===== src/rtl/brcc_pkg.sv =====
package brcc_pkg;

    localparam int BYTE_W  = 8;
    localparam int CODE_W  = 4;
    localparam int N_CODES = 1 << CODE_W;

    typedef enum logic [1:0] {
        CLS_NONE  = 2'd0,
        CLS_SHORT = 2'd1,
        CLS_NEAR  = 2'd2,
        CLS_COUNT = 2'd3
    } op_class_e;

    typedef struct packed {
        logic cf;
        logic zf;
        logic sf;
        logic of;
        logic pf;
    } flag_set_t;

    // Predicate for one condition code; each code is written out on its own.
    function automatic logic eval_code(input logic [CODE_W-1:0] code, input flag_set_t f);
        logic r;
        unique case (code)
            4'h0: r = f.of;
            4'h1: r = ~f.of;
            4'h2: r = f.cf;
            4'h3: r = ~f.cf;
            4'h4: r = f.zf;
            4'h5: r = ~f.zf;
            4'h6: r = f.cf | f.zf;
            4'h7: r = ~f.cf & ~f.zf;
            4'h8: r = f.sf;
            4'h9: r = ~f.sf;
            4'hA: r = f.pf;
            4'hB: r = ~f.pf;
            4'hC: r = f.sf ^ f.of;
            4'hD: r = ~(f.sf ^ f.of);
            4'hE: r = f.zf | (f.sf ^ f.of);
            4'hF: r = ~f.zf & ~(f.sf ^ f.of);
            default: r = 1'b0;
        endcase
        return r;
    endfunction

endpackage


===== src/rtl/brcc_classify.sv =====
module brcc_classify
    import brcc_pkg::*;
#(
    parameter logic [BYTE_W-1:0] ESCAPE_OP  = 8'h0F,
    parameter logic [BYTE_W-1:0] COUNT_OP   = 8'hE3,
    parameter logic [BYTE_W-CODE_W-1:0] SHORT_ROW = 4'h7,
    parameter logic [BYTE_W-CODE_W-1:0] NEAR_ROW  = 4'h8
) (
    input  logic [BYTE_W-1:0] op_lead,
    input  logic [BYTE_W-1:0] op_ext,
    output op_class_e         op_class,
    output logic [CODE_W-1:0] cond_code
);

    localparam int ROW_HI = BYTE_W - 1;
    localparam int ROW_LO = CODE_W;

    always_comb begin
        op_class  = CLS_NONE;
        cond_code = '0;
        if (op_lead[ROW_HI:ROW_LO] == SHORT_ROW) begin
            op_class  = CLS_SHORT;
            cond_code = op_lead[CODE_W-1:0];
        end else if (op_lead == ESCAPE_OP && op_ext[ROW_HI:ROW_LO] == NEAR_ROW) begin
            op_class  = CLS_NEAR;
            cond_code = op_ext[CODE_W-1:0];
        end else if (op_lead == COUNT_OP) begin
            op_class  = CLS_COUNT;
        end
    end

    // a short-form lead byte always picks its own low nibble
    always_comb begin
        p_short_own_code_r8: assert (op_lead[ROW_HI:ROW_LO] != SHORT_ROW ||
                                     (op_class == CLS_SHORT && cond_code == op_lead[CODE_W-1:0]))
            else $error("R8 short form decoded from wrong byte");
    end

endmodule


===== src/rtl/brcc_pred_bank.sv =====
module brcc_pred_bank
    import brcc_pkg::*;
(
    input  flag_set_t           flags,
    output logic [N_CODES-1:0]  pred
);

    localparam int N_PAIRS = N_CODES / 2;

    for (genvar i = 0; i < N_CODES; i++) begin : g_pred
        assign pred[i] = eval_code(CODE_W'(i), flags);
    end

    // each pair of neighbouring codes is mutually exclusive and complete
    for (genvar k = 0; k < N_PAIRS; k++) begin : g_pair_chk
        always_comb begin
            p_pair_inverse_r2: assert (pred[2*k] != pred[2*k+1])
                else $error("R2 pair %0d not complementary", k);
        end
    end

    always_comb begin
        // unsigned below-or-equal is carry or zero
        p_below_eq_r4: assert (pred[6] == (pred[2] | pred[4]))
            else $error("R4 below-or-equal inconsistent");
        // signed less-or-equal is zero or less
        p_less_eq_r6: assert (pred[14] == (pred[4] | pred[12]))
            else $error("R6 less-or-equal inconsistent");
    end

endmodule


===== src/rtl/brcc_count_zero.sv =====
module brcc_count_zero #(
    parameter int CNT_W    = 32,
    parameter int NARROW_W = 16
) (
    input  logic [CNT_W-1:0] count_val,
    input  logic             addr_wide,
    output logic             is_zero
);

    logic lo_zero;
    logic hi_zero;

    assign lo_zero = ~|count_val[NARROW_W-1:0];
    assign hi_zero = ~|count_val[CNT_W-1:NARROW_W];
    assign is_zero = lo_zero & (hi_zero | ~addr_wide);

    always_comb begin
        // in wide mode a zero verdict means the whole register is empty
        p_wide_full_r10: assert (!(addr_wide && is_zero) || count_val == '0)
            else $error("R10 wide zero with nonzero count");
        // in narrow mode the upper half never blocks the verdict
        p_narrow_upper_r9: assert (addr_wide || is_zero == (count_val[NARROW_W-1:0] == '0))
            else $error("R9 narrow verdict wrong");
    end

endmodule


===== src/rtl/brcc_eval.sv =====
module brcc_eval
    import brcc_pkg::*;
#(
    parameter int CNT_W    = 32,
    parameter int NARROW_W = 16
) (
    input  logic [7:0]       op_lead,
    input  logic [7:0]       op_ext,
    input  logic             flag_cf,
    input  logic             flag_zf,
    input  logic             flag_sf,
    input  logic             flag_of,
    input  logic             flag_pf,
    input  logic [CNT_W-1:0] count_val,
    input  logic             addr_wide,
    output logic             cond_valid,
    output logic             take_branch
);

    op_class_e           op_class;
    logic [CODE_W-1:0]   cond_code;
    logic [N_CODES-1:0]  pred;
    logic                cnt_zero;
    flag_set_t           flags;

    assign flags = '{cf: flag_cf, zf: flag_zf, sf: flag_sf, of: flag_of, pf: flag_pf};

    brcc_classify u_classify (
        .op_lead   (op_lead),
        .op_ext    (op_ext),
        .op_class  (op_class),
        .cond_code (cond_code)
    );

    brcc_pred_bank u_pred (
        .flags (flags),
        .pred  (pred)
    );

    brcc_count_zero #(
        .CNT_W    (CNT_W),
        .NARROW_W (NARROW_W)
    ) u_cnt (
        .count_val (count_val),
        .addr_wide (addr_wide),
        .is_zero   (cnt_zero)
    );

    always_comb begin
        cond_valid  = 1'b0;
        take_branch = 1'b0;
        unique case (op_class)
            CLS_NONE: begin
                cond_valid  = 1'b0;
                take_branch = 1'b0;
            end
            CLS_SHORT, CLS_NEAR: begin
                cond_valid  = 1'b1;
                take_branch = pred[cond_code];
            end
            CLS_COUNT: begin
                cond_valid  = 1'b1;
                take_branch = cnt_zero;
            end
            default: begin
                cond_valid  = 1'b0;
                take_branch = 1'b0;
            end
        endcase
    end

    always_comb begin
        // a taken branch is always a recognised one
        p_take_needs_valid_r12: assert (!take_branch || cond_valid)
            else $error("R12 take without valid");
        // an unrecognised lead byte never validates
        p_unknown_lead_r1: assert (op_lead == 8'h0F || op_lead == 8'hE3 ||
                                   op_lead[7:4] == 4'h7 || !cond_valid)
            else $error("R1 unknown lead validated");
    end

endmodule


===== config.mk =====
export PLATFORM = sky130hd
export DESIGN_NAME = brcc_eval
export DESIGN_NICKNAME = d
export VERILOG_FILES = /design/src/rtl/brcc_pkg.sv /design/src/rtl/brcc_classify.sv /design/src/rtl/brcc_pred_bank.sv /design/src/rtl/brcc_count_zero.sv /design/src/rtl/brcc_eval.sv
export SDC_FILE = /design/constraint.sdc
export NUM_CORES = 1
export LEC_CHECK = 0
export CAP_MARGIN = 20
export CORE_AREA = 3 3 43 45
export DETAILED_ROUTE_END_ITERATION = 10
export DIE_AREA = 0 0 46 48
export GPL_TIMING_DRIVEN = 0
export PLACE_DENSITY = 0.85
export RECOVER_POWER = 50
export SYNTH_ARGS = -nofsm -noshare
export SYNTH_HDL_FRONTEND = slang
export SYNTH_SLANG_ARGS = --single-unit

===== constraint.sdc =====
create_clock -name vclk -period 4.15
set_input_delay 0.83 -clock vclk [all_inputs]
set_output_delay 0.83 -clock vclk [all_outputs]
set_load 0.01 [all_outputs]

==> impl_metrics.ini <==
[grt]
antenna_found_initial = 0
grt_max_degree = 9
grt_pass1_vias = 666
grtUsageTotal = 0.154
overflow = 0
grt_pass1_wl_um = 2610

[sta]
setup_viol = 0
maxSlewViolCount = 0
fin_hold_ws_ns = 2.43
min_period_ns = 4.00
tightest_slew_ns = 0.356
fmax_mhz = 250
timing.slew.headroom = 0.761
hold_violations = 0
post-route-period-util = 0.964
tns_ns = 0
rsz0062_at_grt = no

[synthesis]
yosys.area_share.xor_xnor = 0
synthTopCellsByArea = nor4_1 11%, ha_1 9.3%, a22o_2 7.5%, inv_1 5.6%, and4b_1 5.0%
yosys.area_share.simple = 0.486
synth_area_sq_um = 402
synth_nets = 115
ys_warn_count = 0
synth_area_leader_cell = nor4_1
yosys.area_share.adder = 0.0935
synth_top_family_by_area = simple AND/OR/NAND/NOR gates
netlist-cell-type-count = 32
synth.most_common_cell = nor4_1
syn_inst = 58
synth_compound_area_frac = 0.327
seq_area_frac_synth = 0
muxShareOfSynthArea = 0
syn_avg_cell_area_sq_um = 6.92
ys_top_cells_by_count = 7 x nor4_1, 6 x inv_1, 5 x nand2_1
synth_top_area_frac = 0.109

[run]
drv_cap = 0

[pwr]
power.share.sequential = 0
p_comb_frac = 1.000
p_sw_mw = 0.0187
ir_drop_v = 0.0000364
leakagePower_nw = 0.412
p_clk_frac = 0
power.density_nw_per_um2 = 68.4
internal_power_mw = 0.0510
swShare = 0.268

[drt]
wl_met2_um = 945
vias_per_cell = 5.39
wl_per_cell_um = 14.4
drtAntennaViolNets = 0
first_iter_violations = 3
first_pass_iters = 4
met1Wirelength_um = 587
drc = 0
wirelength_um = 1860
top_layer_used = met3
vias = 695
route.met3.wl_um = 324

[cells_and_area]
n_antenna_cell = 0
fin_util = 0.677
fin_nets = 172
clock_buffers = 0
seq_cell_count = 0
area.growth.synth_to_final_pct = 154
drive_gt1_frac = 0.142
seq_area_sq_um = 0

[placed_design]
io_buffers = 56
gp_routability_congestion = 0.729
place_hpwl_um = 1640

[min_path]
worstHoldEndpoint = take_branch
holdPathStages = 5
worstHoldPathType = primary input to primary output
min-delay-start = addr_wide

[setup_path]
crit_buf_inv = 3
cp_slowest_cell = clkdlybuf4s50_1
critPathLaunchType = primary input
cp_cell_sequence = clkdlybuf4s50_1 > and4b_1 > and4_1 > buf_6 > a22o_2 > a22o_1 > a221o_1 > and3_4 > o31ai_2 > buf_2
critPathRequiredTime_ns = 3.32
cp.arrival_ns = 3.17
crit_family = compound AO/OA/AOI/OAI gates
endpoint_kind = primary output
crit_type = primary input to primary output
cp.depth = 10
cp_max_fo = 7
cpPeakStageDelay_ns = 0.50

[floorplan]
io_pins = 56
coreArea_sq_um = 1510
die_x_um = 46
initial_core_util = 0.267
core.rowCount = 14
design.die.area_sq_um = 2210
die_h_um = 48

[cts]
hold_buffers = 0
post-cts-setup-buffers = 0

[run_status]
status = finished clean
-- placed cells by master, fill, tap and decap left out, types with 2 or more instances in the layout --
master           netlist  layout
a22o_2                 3       3
a22oi_1                2       2
a21oi_1                3       3
ha_1                   3       3
dlymetal6s2s_1         0       3
nor2_1                 2       2
nor4_1                 7       5
nand4_1                2       2
nor4_2                 0       2
nand3_1                2       2
inv_1                  6       6
nand2_1                5       5
clkdlybuf4s50_1        0      51
-- worst max path at each step --
stage          startpoint          end  slack (ns)
6_report       op_lead[4]  take_branch        0.15
5_1_grt        op_lead[7]  take_branch        0.02
4_1_cts        op_lead[1]  take_branch        0.02
3_5_place_dp   op_lead[1]  take_branch       -0.30
3_3_place_gp   op_lead[1]  take_branch       -0.25
2_1_floorplan  op_lead[5]  take_branch        0.82
-- routing by layer --
layer  vias up  GRT usage
li1        342          -
met1       308      0.150
met2        45      0.335
met3         0     0.0376
met4         0          0
met5         -          0
-- area by class of cell --
class                           count  area, sq um
Buffer                              1         11.3
Fill cell                         140          487
Inverter                            6         22.5
Multi-Input combinational cell     50          403
Tap cell                           16         20.0
Timing Repair Buffer               56          563
-- metrics by stage --
stage | cell area (sq um) | setup WS (ns) | instances | power (mW)
2_1_floorplan | 402 | 0.821 | 58 | 0.0104
3_3_place_gp | 982 | -0.251 | 130 | 0.0664
3_5_place_dp | 982 | -0.297 | 130 | 0.0678
4_1_cts | 983 | 0.0198 | 130 | 0.0681
5_1_grt | 1020 | 0.0219 | 129 | 0.0747
6_report | 1020 | 0.151 | 129 | 0.0697
-- logic make-up (layout without fill, tap and decap cells) --
family	count (synthesis)	after routing
AOI/OAI and AO/OA	17	17
adders and majority gates	3	3
buffers and inverters	8	63
and+or+nand+nor	30	30
-- what timing repair did --
action                     CTS  global route
setup endpoints to repair    1             1
gates cloned                 0             0
resized for setup            3            11
pin swaps                    0             1
-- power by group through the flow --
stage	clock network [mW]	registers, mW	logic (mW)
final	0	0	0.0697
after global routing	0	0	0.0747
after CTS	0	0	0.0681
after detailed placement	0	0	0.0678
after global placement	0	0	0.0664
after floorplan	0	0	0.0104
No activity file was read; power rests on OpenSTA's default activity.
